==> config.mk <==
export PLATFORM = sky130hd
export DESIGN_NAME = dmareq_alloc
export DESIGN_NICKNAME = d
export VERILOG_FILES = /design/src/rtl/dmareq_alloc.sv
export SDC_FILE = /design/constraint.sdc
export NUM_CORES = 1
export LEC_CHECK = 0
export BUFFER_PORTS_ARGS = -buffer_cell sky130_fd_sc_hd__clkbuf_2
export CAP_MARGIN = 20
export CORE_UTILIZATION = 56
export CTS_BUF_LIST = sky130_fd_sc_hd__clkbuf_4 sky130_fd_sc_hd__clkbuf_8
export DETAILED_ROUTE_END_ITERATION = 7
export PLACE_DENSITY = 0.82
export SLEW_MARGIN = 20
export SYNTH_ARGS = -nofsm -noshare
export SYNTH_HDL_FRONTEND = slang
export SYNTH_SLANG_ARGS = --single-unit
==> constraint.sdc <==
create_clock -name clk -period 3.73 [get_ports clk]
set_input_delay 0.1865 -clock clk [delete_from_list [all_inputs] [get_ports clk]]
set_output_delay 0.1865 -clock clk [all_outputs]
set_load 0.01 [all_outputs]
==> src/rtl/dmareq_alloc.sv <==
module dmareq_alloc #(
  parameter int NUM_LINES = 6,
  parameter int USABLE    = 5,
  parameter int EP_W      = 4,
  parameter int MASK_W    = 31,
  parameter int RX_OFS    = 15
) (
  input  logic                           clk,
  input  logic                           rst_n,
  input  logic                           shared_mode,
  input  logic                           cmd_valid,
  input  logic                           cmd_release,
  input  logic [EP_W-1:0]                cmd_ep,
  input  logic                           cmd_tx,
  output logic                           rsp_valid,
  output logic                           rsp_ok,
  output logic                           rsp_err,
  output logic [$clog2(NUM_LINES)-1:0]   rsp_line,
  output logic [(EP_W+1)*NUM_LINES-1:0]  map_word,
  output logic [MASK_W-1:0]              int_mask,
  output logic [MASK_W-1:0]              int_clr
);
  localparam int FW    = EP_W + 1;
  localparam int MAP_W = FW * NUM_LINES;
  localparam int IDX_W = $clog2(NUM_LINES);
  localparam int MI_W  = $clog2(MASK_W);

  logic [MI_W-1:0]  msk_idx;
  logic [FW-1:0]    want;
  logic             free_found, hit_found;
  logic [IDX_W-1:0] free_idx, hit_idx;
  logic             ep_zero;

  assign msk_idx = cmd_tx ? MI_W'(cmd_ep) : MI_W'(cmd_ep) + MI_W'(RX_OFS);
  assign want    = {cmd_tx, cmd_ep};
  assign ep_zero = (cmd_ep == '0);

  always_comb begin
    free_found = 1'b0;
    hit_found  = 1'b0;
    free_idx   = '0;
    hit_idx    = '0;
    for (int i = USABLE - 1; i >= 0; i--) begin
      if (map_word[i*FW +: EP_W] == '0) begin
        free_found = 1'b1;
        free_idx   = IDX_W'(i);
      end
      if (map_word[i*FW +: FW] == want) begin
        hit_found = 1'b1;
        hit_idx   = IDX_W'(i);
      end
    end
  end

  always_ff @(posedge clk) begin
    if (!rst_n) begin
      map_word  <= '0;
      int_mask  <= {MASK_W{1'b1}};
      int_clr   <= '0;
      rsp_valid <= 1'b0;
      rsp_ok    <= 1'b0;
      rsp_err   <= 1'b0;
      rsp_line  <= '0;
    end else begin
      rsp_valid <= cmd_valid;
      rsp_ok    <= 1'b0;
      rsp_err   <= 1'b0;
      rsp_line  <= '0;
      int_clr   <= '0;
      if (cmd_valid && !ep_zero) begin
        if (!cmd_release) begin
          if (shared_mode) begin
            if (map_word == '0) begin
              map_word[FW-1:0]  <= want;
              int_mask[msk_idx] <= 1'b0;
              rsp_ok            <= 1'b1;
            end
          end else if (free_found) begin
            map_word[free_idx*FW +: FW] <= want;
            int_mask[msk_idx]           <= 1'b0;
            rsp_ok                      <= 1'b1;
            rsp_line                    <= free_idx;
          end
        end else begin
          if (shared_mode) begin
            if (map_word[EP_W-1:0] == cmd_ep) begin
              map_word          <= '0;
              int_mask[msk_idx] <= 1'b1;
              int_clr[msk_idx]  <= 1'b1;
              rsp_ok            <= 1'b1;
            end else begin
              rsp_err <= 1'b1;
            end
          end else if (hit_found) begin
            map_word[hit_idx*FW +: FW] <= '0;
            int_mask[msk_idx]          <= 1'b1;
            int_clr[msk_idx]           <= 1'b1;
            rsp_ok                     <= 1'b1;
            rsp_line                   <= hit_idx;
          end else begin
            rsp_err <= 1'b1;
          end
        end
      end else if (cmd_valid && cmd_release) begin
        rsp_err <= 1'b1;
      end
    end
  end

  // a response appears only in the cycle after a command
  a_r3_rsp_follows_cmd: assert property (@(posedge clk) disable iff (!rst_n)
    rsp_valid |-> $past(cmd_valid));

  // lines above the usable range are never written
  a_r4_top_lines_idle: assert property (@(posedge clk) disable iff (!rst_n)
    map_word[MAP_W-1:USABLE*FW] == '0);

  // a granted line index is inside the usable range
  a_r4_line_in_range: assert property (@(posedge clk) disable iff (!rst_n)
    rsp_ok |-> (int'(rsp_line) < USABLE));

  // endpoint 0 never succeeds and never moves the map
  a_r5_ep0_refused: assert property (@(posedge clk) disable iff (!rst_n)
    (cmd_valid && ep_zero) |=> (!rsp_ok && $stable(map_word)));

  // a successful release leaves the channel masked
  a_r9_release_masks: assert property (@(posedge clk) disable iff (!rst_n)
    (cmd_valid && cmd_release && !ep_zero) |=> (rsp_ok |-> int_mask[$past(msk_idx)]));

  // clear pulses only accompany a successful response
  a_r10_clr_with_ok: assert property (@(posedge clk) disable iff (!rst_n)
    (int_clr != '0) |-> (rsp_valid && rsp_ok && $onehot0(int_clr)));

  // a shared-mode owner mismatch leaves the map untouched
  a_r8_mismatch_stable: assert property (@(posedge clk) disable iff (!rst_n)
    rsp_err |-> $stable(map_word));
endmodule

# Word-level counts from Yosys, hierarchy flattened
# Cells that the tools add are included.
[classes]
div = 0
reduce_logical = 17
order_cmp = 2
n_mul = 2
bitwise = 3
n_shift = 4
n_eq_ne = 11
muxes = 61
add_sub_neg = 3
[ops]
columns = ["op", "n"]
rows = [
  ["$mux W31", 10],
  ["$mux W30", 5],
  ["$neg A6 Y34", 2],
  ["$shift A5 B34 Y30 const A", 2],
  ["$bwmux W30", 2],
  ["$mux W3", 15],
  ["$shiftx A5 B34 Y30", 1],
  ["$shiftx A5 B34 Y30 const A", 1],
  ["$and A31 B31 Y31", 1],
  ["$not A31 Y31", 1],
  ["$or A31 B31 Y31", 1],
  ["$logic_not A30 Y1", 1],
  ["$eq A5 B5 Y1", 5],
  ["$mux W25", 1],
  ["$logic_not A4 Y1", 6],
  ["$mux W1", 24],
  ["$mux W5", 3],
  ["$mul A3 B3 Y6 const B", 2],
  ["$reduce_and A5 Y1", 2],
  ["$lt A5 B6 Y1 const B", 1],
  ["$ne A3 B2 Y1 const B", 2],
  ["$add A4 B4 Y5 const B", 1],
  ["$demux W1 S5", 1],
  ["$ge A5 B1 Y1 const B", 1],
  ["other kinds (9)", 12],
]
[word_totals]
rom_bits = 0
ram_bits = 0
latch_bits = 0
reg_bits = 98
in_bits = 10
n_memories = 0
output_inout_bits = 98
wordCells = 111

# Longest topological paths before layout
[depth]
ltp_word = 13
ltp_mapped = 14
ltp_nobuf = 11

# Worst setup path before layout
# Ideal clock, no wire load.
[synth_path]
path_type = "reg-to-reg"
start = "register map_word[10]"
end = "register map_word[21]"
setup_ps = 72
slack_ps = 923
period_less_slack_ps = 2807
stages_incl_launch_ff = 12
required_time_ps = 3658
n_path_buf = 2
arrival_time_ps = 2735
path_cell_list = "dfxtp_1 > or4_1 > a21oi_1 > or2_2 > clkbuf_1 > ha_1 > a31oi_1 > nand3b_1 > a2111oi_0 > o211a_1 > buf_4 > mux2i_1"
[synth_between]
elab_chain_len = 11
word_cells_on_any_way = 32
classes_between = "2 x add/sub; 2 x mul; 2 x eq/ne; 4 x shift; 19 x mux; 3 x reduce/logical"
[synth_rtl]
columns = ["item", "line_no", "rtl"]
rows = [
  ["start, declared", "19", "output logic [(EP_W+1)*NUM_LINES-1:0] map_word,"],
  ["start signal, assigned by index", "74", "map_word[FW-1:0] <= want;"],
  ["start signal, assigned by index", "79", "map_word[free_idx*FW +: FW] <= want;"],
  ["$eq A5 B5 Y1 / $logic_not A4 Y1 (equally long branches)", "48, 44", ""],
  ["$mux W3, on equally long branches (3 in series)", "48, 44", ""],
  ["$mul A3 B3 Y6, on equally long branches", "95, 79", ""],
  ["$neg A6 Y34, on equally long branches", "95, 79", ""],
  ["$shiftx A5 B34 Y30, or another cell as far along", "95", "map_word[hit_idx*FW +: FW] <= '0;"],
  ["$bwmux W30, on equally long branches", "95, 79", ""],
  ["$mux W30, on equally long branches", "94, 78", ""],
  ["$mux W30 / $mux W25 (equally long branches)", "85, 72", ""],
  ["$mux W30", "71", "if (!cmd_release) begin"],
]
# Several ways; a longest one is shown, not always the timed one. The select of a mux whose other input is x is not followed.
# A chain may end at the register's enable or synchronous reset.

# Final worst setup path
[layout_path]
start = "register map_word[15]"
end = "register map_word[21]"
[layout_between]
elab_chain_len = 12
word_cells_on_any_way = 36
classes_between = "2 x add/sub; 2 x mul; 2 x eq/ne; 4 x shift; 23 x mux; 3 x reduce/logical"
[layout_rtl]
columns = ["item", "line_no"]
rows = [
  ["$eq A5 B5 Y1 / $logic_not A4 Y1 (equally long branches)", "48, 44"],
  ["$mux W3, on equally long branches (4 in series)", "48, 44"],
  ["$mul A3 B3 Y6, on equally long branches", "95, 79"],
  ["$neg A6 Y34, on equally long branches", "95, 79"],
  ["$shiftx A5 B34 Y30, or another cell as far along", "95"],
  ["$bwmux W30, on equally long branches", "95, 79"],
  ["$mux W30, on equally long branches", "94, 78"],
  ["$mux W30 / $mux W25 (equally long branches)", "85, 72"],
  ["$mux W30", "71"],
]
# Several ways; a longest one is shown, not always the timed one. The select of a mux whose other input is x is not followed.

==> out/metrics.yaml <==
synth_area_leader_cell: "dfxtp_1"
syn2layout_area_growth_pct: 12.8
status: "finished clean"
cts_setup_buffers: 0
max_freq_mhz: 316
antenna_left: 0
setup_viol: 0
grt_util_met1_pct: 37.6
synthMuxAreaShare_pct: 7.25
grt.busiest_layer: "met2"
p_per_area_mw_per_mm2: 374
rows: 33
critical_path_arrival_ns: 3.48
syn-num-nets: 561
tns_ns: 0
synth-xor-area-share_pct: 4.87
grt_overflow: 0
yosys-top-cells-area: "dfxtp_1 (41%), mux2i_1 (7.3%), nand2_1 (4.7%), nor2_1 (4.5%), o311ai_1 (3.4%)"
core_sq_mm: 0.00830
multiInputGateArea_sq_mm: 0.00253
power_leakage_nw: 2.21
async_flop_share_pct: 0
antenna_found_initial: 0
nets: 635
start_kind: "flop"
synth_common_cells: "dfxtp_1 (98), nand2_1 (60), nor2_1 (58)"
first_iter_violations: 383
worstPathRequired_ns: 4.04
synth_compound_area_share_pct: 14.1
synthCells: 542
place.gp.congestion: 0.939
finalCriticalPeriod_ns: 3.17
hp-class: "input pin to flop"
drc: 0
clock_sinks: 98
totalWireLength_um: 12400
cts_tree: "done"
yosys.area_share.adder_pct: 2.33
cts_root_buf: "clkbuf_8"
synth_edf_count: 0
grt_pass1_wl_um: 20300
routed_via_density: 5.95
start_util_pct: 58.2
synth_top_area_share_pct: 40.6
fill_cells: 695
irDropWorstVdd_mv: 0.178
die_w_um: 94.9
wl_per_cell_um: 17.0
hpwl_um: 8850
routed-via-count: 4319
synth_most_common_cell: "dfxtp_1"
synth_top_family_by_area: "simple AND/OR/NAND/NOR gates"
worst-setup-path-type: "flop to flop"
dieArea_sq_mm: 0.00900
cp-end-kind: "flop"
grt_max_degree: 52
r2r_setup_slack_ns: 0.56
clock_skew_ns: 0.0122
globalRouteMet3Util_pct: 4.67
worst_pin_slew_ns: 0.960
max_cap_viol_count: 0
cts_hold_buf: 0
ctsLongestPathBuffers: 2
p_total_mw: 2.04
antenna_cells: 0
slew_viol_final: 0
syn_area_sq_mm: 0.00483
synth-simple-area-share_pct: 23.8
grt_util_met2_pct: 48.5
h-tree-depth: 3
rsz0062_at_grt: "no"
grtUsageTotal_pct: 29.0
synth.distinct_cells: 66
ys_ff_latch: 98
min_period_over_period_pct: 85.0
seq_area_sq_mm: 0.00196
seq_area_frac_synth_pct: 40.6
first_pass_iters: 5
cts_resized: 0
cts.clk_slew.worst_paths_ns: 0.11
slew_headroom_pct: 35.8
ios: 108
die_y_um: 94.9
yosysWarnings: 0
grt_pass1_vias: 4009
syn_area_per_cell_sq_um: 8.91
drive_above_1_share_pct: 25.0
place.port_buffers: 107
hold_violations: 0
cp_max_fo: 5
cts_buffers: 9
clk_latency_ns: 0.38
ys.flop_type: "dfxtp_1"
[report_power, final]
part | internal, mW | leakage, nW | switching [mW]
clock | 0.328 | 0.109 | 0.415
combinational | 0.0752 | 1.31 | 0.159
sequential | 1.05 | 0.791 | 0.00634
total | 1.46 | 2.21 | 0.580
[cell families after synthesis]
group,count (synthesis)
and+or+nand+nor,222
DFF,98
AOI/OAI and AO/OA,94
buffers and inverters,58
muxes,35
xor gates and xnor gates,26
adders and majority gates,9
[per-layer routing]
metal  vias up  wire, um  share of wire (%)
met1      2057      5300                 43
met5         -         0                  0
met4         0       199                1.6
li1       2045         -                  -
met3        19       881                7.1
met2       198      5970                 48
[metrics by stage]
stage	util, %	hold WS (ns)	instance area [sq um]	setup slack [ns]	instances
floorplan	-	0.331	4830	0.923	542
global placement	63.0	0.459	5230	0.786	710
detailed placement	63.0	0.466	5230	0.612	710
CTS	65.6	0.148	5450	0.594	726
global route	65.6	0.167	5450	0.308	726
finish	65.6	0.140	5450	0.561	726
[layout make-up]
cell class / count / share of cell area, %
Multi-Input combinational cell: 386 / 46.5
Sequential cell: 98 / 36.0
Timing Repair Buffer: 112 / 10.5
Tap cell: 105 / 2.41
Clock buffer: 9 / 2.27
Clock inverter: 7 / 1.70
Inverter: 9 / 0.620
[placed cells by master (no fill, tap or decap), drive strengths merged, types with 2 or more instances in the layout]
master,netlist,layout
nor3,11,11
mux2i,35,35
xor2,10,10
o31ai,4,4
a21oi,15,15
o311ai,24,24
nand2b,9,9
a31oi,5,5
nor4,12,12
or4,2,2
and2,6,6
ha,9,9
clkinv,0,3
inv,9,12
or3,4,4
nand3,33,33
nand3b,6,6
nor2,59,59
dfxtp,98,98
and3,7,7
xnor2,16,16
buf,22,5
o21bai,2,2
nand2,60,60
a21o,3,3
o21ai,29,29
nor4b,2,2
or2,5,5
o211a,2,2
clkbuf,26,116
nand4,3,3
[worst max-delay path: stages, from the launching register on]
cell and delay, ns:
dfxtp_1 0.38, nor4_2 0.46, nor2_2 0.14, nor2_1 0.28, inv_1 0.12, ha_1 0.27
nor2_1 0.11, a31oi_1 0.05, nand3b_1 0.20, a2111oi_0 0.44, o211a_1 0.40, mux2i_1 0.23
[path summary, 6_finish.rpt]
path	from	to	depth (start not counted)
setup / recovery	map_word[15]$_SDFFE_PN0P_	map_word[21]$_SDFFE_PN0P_	11
hold / removal	cmd_valid	rsp_valid$_SDFF_PN0_	2
setup reg to reg	map_word[15]$_SDFFE_PN0P_	map_word[21]$_SDFFE_PN0P_	11
hold reg to reg	flop	flop	2
Power figures use the tool's default switching activity.
